**config.mk**
```make
export PLATFORM = sky130hd
export DESIGN_NAME = rob_rename
export DESIGN_NICKNAME = d
export VERILOG_FILES = /design/src/rtl/rob_pkg.sv /design/src/rtl/rob_rename_table.sv /design/src/rtl/rob_arch_rf.sv /design/src/rtl/rob_store.sv /design/src/rtl/rob_issue_pick.sv /design/src/rtl/rob_rename.sv
export SDC_FILE = /design/constraint.sdc
export NUM_CORES = 2
export LEC_CHECK = 0
export ABC_AREA = 0
export BUFFER_PORTS_ARGS = -buffer_cell sky130_fd_sc_hd__buf_2
export CAP_MARGIN = 20
export CORE_ASPECT_RATIO = 0.8
export CORE_UTILIZATION = 30
export CTS_BUF_LIST = sky130_fd_sc_hd__clkbuf_4 sky130_fd_sc_hd__clkbuf_8 sky130_fd_sc_hd__clkbuf_16
export DETAILED_ROUTE_END_ITERATION = 8
export PLACE_DENSITY = 0.43
export RECOVER_POWER = 100
export SLEW_MARGIN = 20
export SYNTH_ARGS = -nofsm -noshare
export SYNTH_HDL_FRONTEND = slang
export SYNTH_HIERARCHICAL = 1
export SYNTH_SLANG_ARGS = --single-unit
```
**constraint.sdc**
```tcl
create_clock -name clk -period 6.5 [get_ports clk]
set_clock_uncertainty 0.2 [all_clocks]
set_input_delay 0.975 -clock clk [delete_from_list [all_inputs] [get_ports clk]]
set_output_delay 0.975 -clock clk [all_outputs]
set_load 0.01 [all_outputs]
```
**src/rtl/rob_pkg.sv**
```systemverilog
package rob_pkg;
  typedef enum logic [1:0] {SRC_WAIT, SRC_RF, SRC_ROB, SRC_BUS} opnd_src_e;

  // Operand source at dispatch: bypass beats completed entry beats file.
  function automatic opnd_src_e pick_src(logic in_file, logic bus_hit, logic prod_done);
    if (!in_file && bus_hit)   return SRC_BUS;
    if (!in_file && prod_done) return SRC_ROB;
    if (in_file)               return SRC_RF;
    return SRC_WAIT;
  endfunction

  // Distance of slot idx from the oldest slot in a ring of n.
  function automatic int ring_age(int idx, int head, int n);
    return (idx - head + n) % n;
  endfunction
endpackage

```
**src/rtl/rob_rename_table.sv**
```systemverilog
module rob_rename_table #(
  parameter int NA = 8,
  parameter int TW = 3,
  localparam int RW = $clog2(NA)
) (
  input  logic              clk,
  input  logic              rst_n,
  input  logic              flush,
  input  logic [RW-1:0]     rd_a1,
  input  logic [RW-1:0]     rd_a2,
  output logic              rd_ok1,
  output logic [TW-1:0]     rd_tag1,
  output logic              rd_ok2,
  output logic [TW-1:0]     rd_tag2,
  input  logic              map_we,
  input  logic [RW-1:0]     map_reg,
  input  logic [TW-1:0]     map_tag,
  input  logic              rel_we,
  input  logic [RW-1:0]     rel_reg,
  input  logic [TW-1:0]     rel_tag,
  output logic [NA-1:0]     ok_vec,
  output logic [NA*TW-1:0]  tag_flat
);
  logic [TW-1:0] tag_q [NA];

  always_ff @(posedge clk or negedge rst_n) begin
    if (!rst_n) begin
      for (int r = 0; r < NA; r++) begin ok_vec[r] <= 1'b1; tag_q[r] <= '0; end
    end else if (flush) begin
      for (int r = 0; r < NA; r++) ok_vec[r] <= 1'b1;
    end else begin
      for (int r = 0; r < NA; r++) begin
        if (map_we && map_reg == RW'(r)) begin
          ok_vec[r] <= 1'b0;
          tag_q[r]  <= map_tag;
        end else if (rel_we && rel_reg == RW'(r) && tag_q[r] == rel_tag) begin
          ok_vec[r] <= 1'b1;
        end
      end
    end
  end

  assign rd_ok1  = ok_vec[rd_a1];
  assign rd_tag1 = tag_q[rd_a1];
  assign rd_ok2  = ok_vec[rd_a2];
  assign rd_tag2 = tag_q[rd_a2];

  generate
    for (genvar r = 0; r < NA; r++) begin : g_flat
      assign tag_flat[r*TW +: TW] = tag_q[r];
    end
  endgenerate
endmodule

```
**src/rtl/rob_arch_rf.sv**
```systemverilog
module rob_arch_rf #(
  parameter int NA = 8,
  parameter int DW = 16,
  localparam int RW = $clog2(NA)
) (
  input  logic          clk,
  input  logic          rst_n,
  input  logic          we,
  input  logic [RW-1:0] wa,
  input  logic [DW-1:0] wd,
  input  logic [RW-1:0] ra1,
  input  logic [RW-1:0] ra2,
  output logic [DW-1:0] rd1,
  output logic [DW-1:0] rd2
);
  logic [DW-1:0] regs [NA];

  always_ff @(posedge clk or negedge rst_n) begin
    if (!rst_n) begin
      for (int r = 0; r < NA; r++) regs[r] <= DW'(r);
    end else if (we) begin
      regs[wa] <= wd;
    end
  end

  assign rd1 = regs[ra1];
  assign rd2 = regs[ra2];
endmodule

```
**src/rtl/rob_store.sv**
```systemverilog
module rob_store #(
  parameter int NE = 8,
  parameter int RW = 3,
  parameter int DW = 16,
  parameter int OW = 2,
  localparam int TW = $clog2(NE)
) (
  input  logic          clk,
  input  logic          rst_n,
  input  logic          flush,
  input  logic          alloc_we,
  input  logic [TW-1:0] alloc_idx,
  input  logic [OW-1:0] alloc_op,
  input  logic [RW-1:0] alloc_dest,
  input  logic          a1_ok,
  input  logic [DW-1:0] a1_val,
  input  logic [TW-1:0] a1_tag,
  input  logic          a2_ok,
  input  logic [DW-1:0] a2_val,
  input  logic [TW-1:0] a2_tag,
  input  logic          res_valid,
  input  logic [TW-1:0] res_tag,
  input  logic [DW-1:0] res_value,
  input  logic          iss_we,
  input  logic [TW-1:0] iss_idx,
  input  logic          ret_we,
  input  logic [TW-1:0] ret_idx,
  output logic [NE-1:0] busy,
  output logic [NE-1:0] done,
  output logic [NE-1:0] issued,
  output logic [NE-1:0] ok1,
  output logic [NE-1:0] ok2,
  output logic [OW-1:0] op    [NE],
  output logic [RW-1:0] dest  [NE],
  output logic [DW-1:0] value [NE],
  output logic [DW-1:0] v1    [NE],
  output logic [DW-1:0] v2    [NE]
);
  logic [TW-1:0] t1 [NE];
  logic [TW-1:0] t2 [NE];

  always_ff @(posedge clk or negedge rst_n) begin
    if (!rst_n) begin
      for (int i = 0; i < NE; i++) begin
        busy[i] <= 1'b0; done[i] <= 1'b0; issued[i] <= 1'b0;
        ok1[i] <= 1'b0; ok2[i] <= 1'b0;
        op[i] <= '0; dest[i] <= '0; value[i] <= '0;
        v1[i] <= '0; v2[i] <= '0; t1[i] <= '0; t2[i] <= '0;
      end
    end else if (flush) begin
      for (int i = 0; i < NE; i++) begin
        busy[i] <= 1'b0; done[i] <= 1'b0; issued[i] <= 1'b0;
      end
    end else begin
      for (int i = 0; i < NE; i++) begin
        if (alloc_we && alloc_idx == TW'(i)) begin
          busy[i] <= 1'b1; done[i] <= 1'b0; issued[i] <= 1'b0;
          op[i] <= alloc_op; dest[i] <= alloc_dest;
          ok1[i] <= a1_ok; v1[i] <= a1_val; t1[i] <= a1_tag;
          ok2[i] <= a2_ok; v2[i] <= a2_val; t2[i] <= a2_tag;
        end else if (busy[i]) begin
          if (ret_we && ret_idx == TW'(i)) busy[i] <= 1'b0;
          if (res_valid && res_tag == TW'(i)) begin
            value[i] <= res_value;
            done[i]  <= 1'b1;
          end
          if (!ok1[i] && res_valid && res_tag == t1[i]) begin
            v1[i] <= res_value; ok1[i] <= 1'b1;
          end
          if (!ok2[i] && res_valid && res_tag == t2[i]) begin
            v2[i] <= res_value; ok2[i] <= 1'b1;
          end
          if (iss_we && iss_idx == TW'(i)) issued[i] <= 1'b1;
        end
      end
    end
  end
endmodule

```
**src/rtl/rob_issue_pick.sv**
```systemverilog
module rob_issue_pick #(
  parameter int NE = 8,
  localparam int TW = $clog2(NE)
) (
  input  logic [TW-1:0] head,
  input  logic [NE-1:0] cand,
  output logic          found,
  output logic [TW-1:0] pick
);
  // Scan from the oldest slot; NE must be a power of two so the index wraps.
  always_comb begin
    logic [TW-1:0] j;
    found = 1'b0;
    pick  = head;
    for (int k = 0; k < NE; k++) begin
      j = head + TW'(k);
      if (!found && cand[j]) begin
        found = 1'b1;
        pick  = j;
      end
    end
  end
endmodule

```
**src/rtl/rob_rename.sv**
```systemverilog
module rob_rename
  import rob_pkg::*;
#(
  parameter int NUM_ENT  = 8,
  parameter int NUM_ARCH = 8,
  parameter int DW       = 16,
  parameter int OW       = 2,
  localparam int TW = $clog2(NUM_ENT),
  localparam int RW = $clog2(NUM_ARCH)
) (
  input  logic          clk,
  input  logic          rst_n,
  input  logic          flush,
  input  logic          disp_valid,
  input  logic [OW-1:0] disp_op,
  input  logic [RW-1:0] disp_src1,
  input  logic [RW-1:0] disp_src2,
  input  logic [RW-1:0] disp_dest,
  output logic          disp_ready,
  input  logic          res_valid,
  input  logic [TW-1:0] res_tag,
  input  logic [DW-1:0] res_value,
  output logic          iss_valid,
  output logic [OW-1:0] iss_op,
  output logic [TW-1:0] iss_tag,
  output logic [DW-1:0] iss_a,
  output logic [DW-1:0] iss_b,
  output logic          ret_valid,
  output logic [TW-1:0] ret_tag,
  output logic [RW-1:0] ret_reg,
  output logic [DW-1:0] ret_value
);
  logic [TW:0]   head_q, tail_q, occ;
  logic [TW-1:0] hidx, tidx;
  logic          full, empty, disp_fire, ret_fire;

  assign hidx  = head_q[TW-1:0];
  assign tidx  = tail_q[TW-1:0];
  assign occ   = tail_q - head_q;
  assign full  = (occ == (TW+1)'(NUM_ENT));
  assign empty = (occ == '0);

  // Entry storage
  logic [NUM_ENT-1:0] busy, done, issued, ok1, ok2;
  logic [OW-1:0] e_op   [NUM_ENT];
  logic [RW-1:0] e_dest [NUM_ENT];
  logic [DW-1:0] e_val  [NUM_ENT];
  logic [DW-1:0] e_v1   [NUM_ENT];
  logic [DW-1:0] e_v2   [NUM_ENT];

  // Rename lookup and file read for both sources
  logic          rn_ok1, rn_ok2;
  logic [TW-1:0] rn_tag1, rn_tag2;
  logic [DW-1:0] rf1, rf2;
  logic [NUM_ARCH-1:0]    ren_ok_vec;
  logic [NUM_ARCH*TW-1:0] ren_tag_flat;

  // Resolved operands
  opnd_src_e     src1_sel, src2_sel;
  logic          op1_ok, op2_ok;
  logic [DW-1:0] op1_val, op2_val;

  // Issue selection
  logic [NUM_ENT-1:0] cand;
  logic               pick_found;
  logic [TW-1:0]      pick_idx;

  // Named events for the checker
  logic [NUM_ENT-1:0]    live_vec;
  logic [NUM_ENT*RW-1:0] dest_flat;

  assign disp_ready = !full;
  assign disp_fire  = disp_valid && !full && !flush;
  assign ret_fire   = !empty && done[hidx] && !flush;

  always_comb begin
    src1_sel = pick_src(rn_ok1, res_valid && res_tag == rn_tag1, done[rn_tag1]);
    src2_sel = pick_src(rn_ok2, res_valid && res_tag == rn_tag2, done[rn_tag2]);
    op1_ok = (src1_sel != SRC_WAIT);
    op2_ok = (src2_sel != SRC_WAIT);
    case (src1_sel)
      SRC_BUS: op1_val = res_value;
      SRC_ROB: op1_val = e_val[rn_tag1];
      SRC_RF:  op1_val = rf1;
      default: op1_val = '0;
    endcase
    case (src2_sel)
      SRC_BUS: op2_val = res_value;
      SRC_ROB: op2_val = e_val[rn_tag2];
      SRC_RF:  op2_val = rf2;
      default: op2_val = '0;
    endcase
  end

  assign cand = busy & ~done & ~issued & ok1 & ok2;

  always_ff @(posedge clk or negedge rst_n) begin
    if (!rst_n) begin
      head_q <= '0;
      tail_q <= '0;
    end else if (flush) begin
      head_q <= '0;
      tail_q <= '0;
    end else begin
      if (ret_fire)  head_q <= head_q + 1'b1;
      if (disp_fire) tail_q <= tail_q + 1'b1;
    end
  end

  rob_rename_table #(.NA(NUM_ARCH), .TW(TW)) u_ren (
    .clk(clk), .rst_n(rst_n), .flush(flush),
    .rd_a1(disp_src1), .rd_a2(disp_src2),
    .rd_ok1(rn_ok1), .rd_tag1(rn_tag1), .rd_ok2(rn_ok2), .rd_tag2(rn_tag2),
    .map_we(disp_fire), .map_reg(disp_dest), .map_tag(tidx),
    .rel_we(ret_fire), .rel_reg(e_dest[hidx]), .rel_tag(hidx),
    .ok_vec(ren_ok_vec), .tag_flat(ren_tag_flat)
  );

  rob_arch_rf #(.NA(NUM_ARCH), .DW(DW)) u_rf (
    .clk(clk), .rst_n(rst_n),
    .we(ret_fire), .wa(e_dest[hidx]), .wd(e_val[hidx]),
    .ra1(disp_src1), .ra2(disp_src2), .rd1(rf1), .rd2(rf2)
  );

  rob_store #(.NE(NUM_ENT), .RW(RW), .DW(DW), .OW(OW)) u_store (
    .clk(clk), .rst_n(rst_n), .flush(flush),
    .alloc_we(disp_fire), .alloc_idx(tidx), .alloc_op(disp_op), .alloc_dest(disp_dest),
    .a1_ok(op1_ok), .a1_val(op1_val), .a1_tag(rn_tag1),
    .a2_ok(op2_ok), .a2_val(op2_val), .a2_tag(rn_tag2),
    .res_valid(res_valid), .res_tag(res_tag), .res_value(res_value),
    .iss_we(iss_valid), .iss_idx(pick_idx),
    .ret_we(ret_fire), .ret_idx(hidx),
    .busy(busy), .done(done), .issued(issued), .ok1(ok1), .ok2(ok2),
    .op(e_op), .dest(e_dest), .value(e_val), .v1(e_v1), .v2(e_v2)
  );

  rob_issue_pick #(.NE(NUM_ENT)) u_pick (
    .head(hidx), .cand(cand), .found(pick_found), .pick(pick_idx)
  );

  assign iss_valid = pick_found && !flush;
  assign iss_op    = e_op[pick_idx];
  assign iss_tag   = pick_idx;
  assign iss_a     = e_v1[pick_idx];
  assign iss_b     = e_v2[pick_idx];

  assign ret_valid = ret_fire;
  assign ret_tag   = hidx;
  assign ret_reg   = e_dest[hidx];
  assign ret_value = e_val[hidx];

  generate
    for (genvar i = 0; i < NUM_ENT; i++) begin : g_obs
      assign live_vec[i] = ring_age(i, int'(hidx), NUM_ENT) < int'(occ);
      assign dest_flat[i*RW +: RW] = e_dest[i];
    end
  endgenerate
endmodule

```
==> results.tsv <==
metric	value	unit
outcome	finished with violations	
violations	max-capacitance violations, max-slew violations	
dp_cells	4579	
power.density	260	nW/um2
crit_path_end_kind	output pin	
synth_warnings	6	
finalWirelength	130000	um
wl_per_cell	27.6	um
synth_area	40100	um2
setup_viol	0	
cts_tree	done	
ys_dominant_reg_cell	dfrtp_1	
fin_crit_sh	0.957	
die_h	329	um
cts-buffers-inserted	78	
grt_pass1_vias	27700	
areaGrowthSynthToFinish	11.6	%
cp-start-kind	flip-flop	
core	132000	um2
tns	0	ns
detailed_place_hpwl	80800	um
drt_iter0_drc	1822	
hold_viol	0	
max_slew_margin	-1.45	
numClockSinks	680	
final_antenna_net_count	0	
antenna_found_initial	3	
final_cells	4721	
grt.overflow.total	0	
cts_htree_levels	3	
cts_buffer_depth	3	
rsz0062_at_grt	false	
clk_pin_slew	0.06	ns
fill_cells	12800	
ys_seq_elements	680	
synth_seq_area_share	0.425	
maxSlewViolCount	464	
tightest_slew	3.68	ns
cp.required	5.32	ns
fin_nets	2950	
rows	119	
clkLatencyLatePin	0.66	ns
root_buffer	clkbuf_16	
hold_path.class	reg -> reg	
grt_usage	0.193	
routed_via_density	5.43	
peakVddDrop	0.183	mV
synthArstFlopShare	1.00	
port_buffers	96	
diodes	0	
drv_cap	11	
drive_gt1_frac	0.481	
cts_hold_buf	0	
syn-num-nets	2909	
syn-instance-count	2867	
p_leak	19.8	nW
io_pins	97	
drt_pass1_iterations	5	
via_count	25600	
synth_cell_types	91	
grt_max_degree	167	
critPathMaxFanout	18	
die_area	135000	um2
arrival	5.04	ns
grt_pass1_wl	193000	um
fin_crit	6.22	ns
gp_congestion	0.819	
crit_type	reg -> out	
syn_area_per_cell	14.0	um2
max_freq	161	MHz
synth-edff-count	0	
initial_core_util	0.304	
fp.dieW	411	um
drc	0	
-- placed cells by master (no fill, tap or decap), drive strengths merged, types with 34 or more instances in the layout --
cell and count:
mux2i 46, clkbuf 201, nor2 49, xnor2 50
o21ai 49, mux4 266, mux2 919, a22oi 34
xor2 35, buf 114, dfrtp 660, nand2 229
-- cell usage after synthesis (4+ instances only) --
cell type / n / share of area
mux2_2: 862 / 0.24
dfrtp_1: 660 / 0.41
nand2_1: 225 / 0.021
mux4_2: 191 / 0.11
buf_2: 84 / 0.010
clkbuf_1: 76 / 0.0071
mux4_1: 75 / 0.049
xnor2_1: 50 / 0.011
nor2_1: 48 / 0.0045
mux2i_1: 45 / 0.011
xor2_1: 35 / 0.0076
buf_6: 34 / 0.0095
a22oi_1: 33 / 0.0062
mux2_4: 32 / 0.012
a21oi_1: 31 / 0.0039
buf_4: 31 / 0.0058
o21ai_0: 26 / 0.0032
mux2_1: 25 / 0.0070
nor3_1: 24 / 0.0030
dfstp_2: 20 / 0.013
o21ai_2: 20 / 0.0044
a31oi_1: 19 / 0.0030
nor2b_1: 18 / 0.0028
nand4_1: 16 / 0.0025
inv_1: 15 / 0.0014
nor4bb_1: 14 / 0.0035
buf_1: 10 / 0.00094
nand2b_1: 8 / 0.0012
nand3_1: 8 / 0.0010
nand4b_1: 8 / 0.0017
ha_1: 7 / 0.0022
nand4_2: 6 / 0.0019
or3_1: 5 / 0.00078
a21o_1: 4 / 0.00075
and2_1: 4 / 0.00062
and3_1: 4 / 0.00062
and3b_1: 4 / 0.00087
nand2_2: 4 / 0.00062
nor4_1: 4 / 0.00062
o31a_1: 4 / 0.00087
-- repair_timing --
item / in CTS / in global routing
pin swaps: 2 / 0
gates resized for setup: 5 / 2
setup endpoints to repair: 34 / 30
setup buffers: 3 / 0
-- metal layers --
metal	vias up	GRT usage	wire length, um
met5	-	0	16
met4	2	0.0550	3470
met3	230	0.0283	5160
met2	639	0.318	62400
met1	13800	0.263	59400
li1	11000	-	-
-- registers in the layout, indices dropped and copies added (netlist names) --
name	count
u_rf/regs	128
u_store/v1	128
u_store/v2	128
u_store/value	128
u_ren/tag_flat	24
u_store/dest	24
u_store/t1	24
u_store/t2	24
u_store/op	16
u_ren/ok_vec	8
u_store/busy	8
u_store/done	8
u_store/issued	8
u_store/ok1	8
u_store/ok2	8
head_q	4
tail_q	4
-- report_power, final --
group	switching (mW)	internal [mW]
combinational	1.02	0.984
sequential	0.255	4.66
clock	1.89	2.83
-- kinds of logic after synthesis --
| kind of cell | after synthesis | synth area share |
|---|---|---|
| AOI/OAI and AO/OA | 166 | 0.0291 |
| xor gates and xnor gates | 85 | 0.0186 |
| adders and majority gates | 7 | 0.00218 |
| buffers and inverters | 254 | 0.0360 |
| DFF | 680 | 0.425 |
| muxes | 1231 | 0.429 |
| and+or+nand+nor | 444 | 0.0600 |
-- worst paths after layout --
kind                            slack [ns]                 startpoint                          to  cells past startpoint
worst max-delay path                  0.28      head_q[0]$_DFFE_PN0P_                    iss_b[3]                     13
worst min-delay path                  0.27  u_store/op[8]$_DFFE_PN0P_   u_store/op[8]$_DFFE_PN0P_                      2
worst max register to register        0.34      head_q[0]$_DFFE_PN0P_  u_store/v2[32]$_DFFE_PN0P_                     11
worst min register to register        0.27  u_store/op[8]$_DFFE_PN0P_   u_store/op[8]$_DFFE_PN0P_                      2
max in group asynchronous             0.98                      rst_n  u_store/v1[71]$_DFFE_PN0P_                      2
min in group asynchronous             1.36                      rst_n   u_rf/regs[44]$_DFFE_PN0P_                      1
-- per-stage QoR --
stage               hold WS [ns]  setup slack, ns  total power [mW]   util  instance area, um2
floorplan                  0.240             1.04              6.29      -               40100
global route               0.311           0.0167              12.2  0.339               44700
detailed placement         0.259            0.357              7.07  0.321               42400
CTS                       0.0219           0.0798              11.9  0.343               45200
global placement           0.257            0.400              7.03  0.321               42400
finish                     0.272            0.282              11.6  0.339               44700
-- critical path: stages, from the launching register on --
cell and delay, ns:
dfrtp_4 0.58, inv_1 0.21, ha_4 0.39, mux4_1 0.61, mux2i_2 0.29, and2b_1 0.22, nand3_2 0.15, o21ai_2 0.29
xnor2_4 0.16, buf_12 0.15, buf_2 0.33, mux4_2 0.56, mux2_2 0.30, buf_2 0.15
-- final cells by class --
type | instances | area [um2] | area share
flip-flops and latches | 680 | 17100 | 0.381
clock buffers | 115 | 2390 | 0.0534
well taps | 1754 | 2190 | 0.0490
clock inverters | 24 | 339 | 0.00758
multi-input cells | 1933 | 21500 | 0.480
repair buffers | 200 | 1240 | 0.0278
inverters | 15 | 56.3 | 0.00126
(Power assumes the default switching activity.)
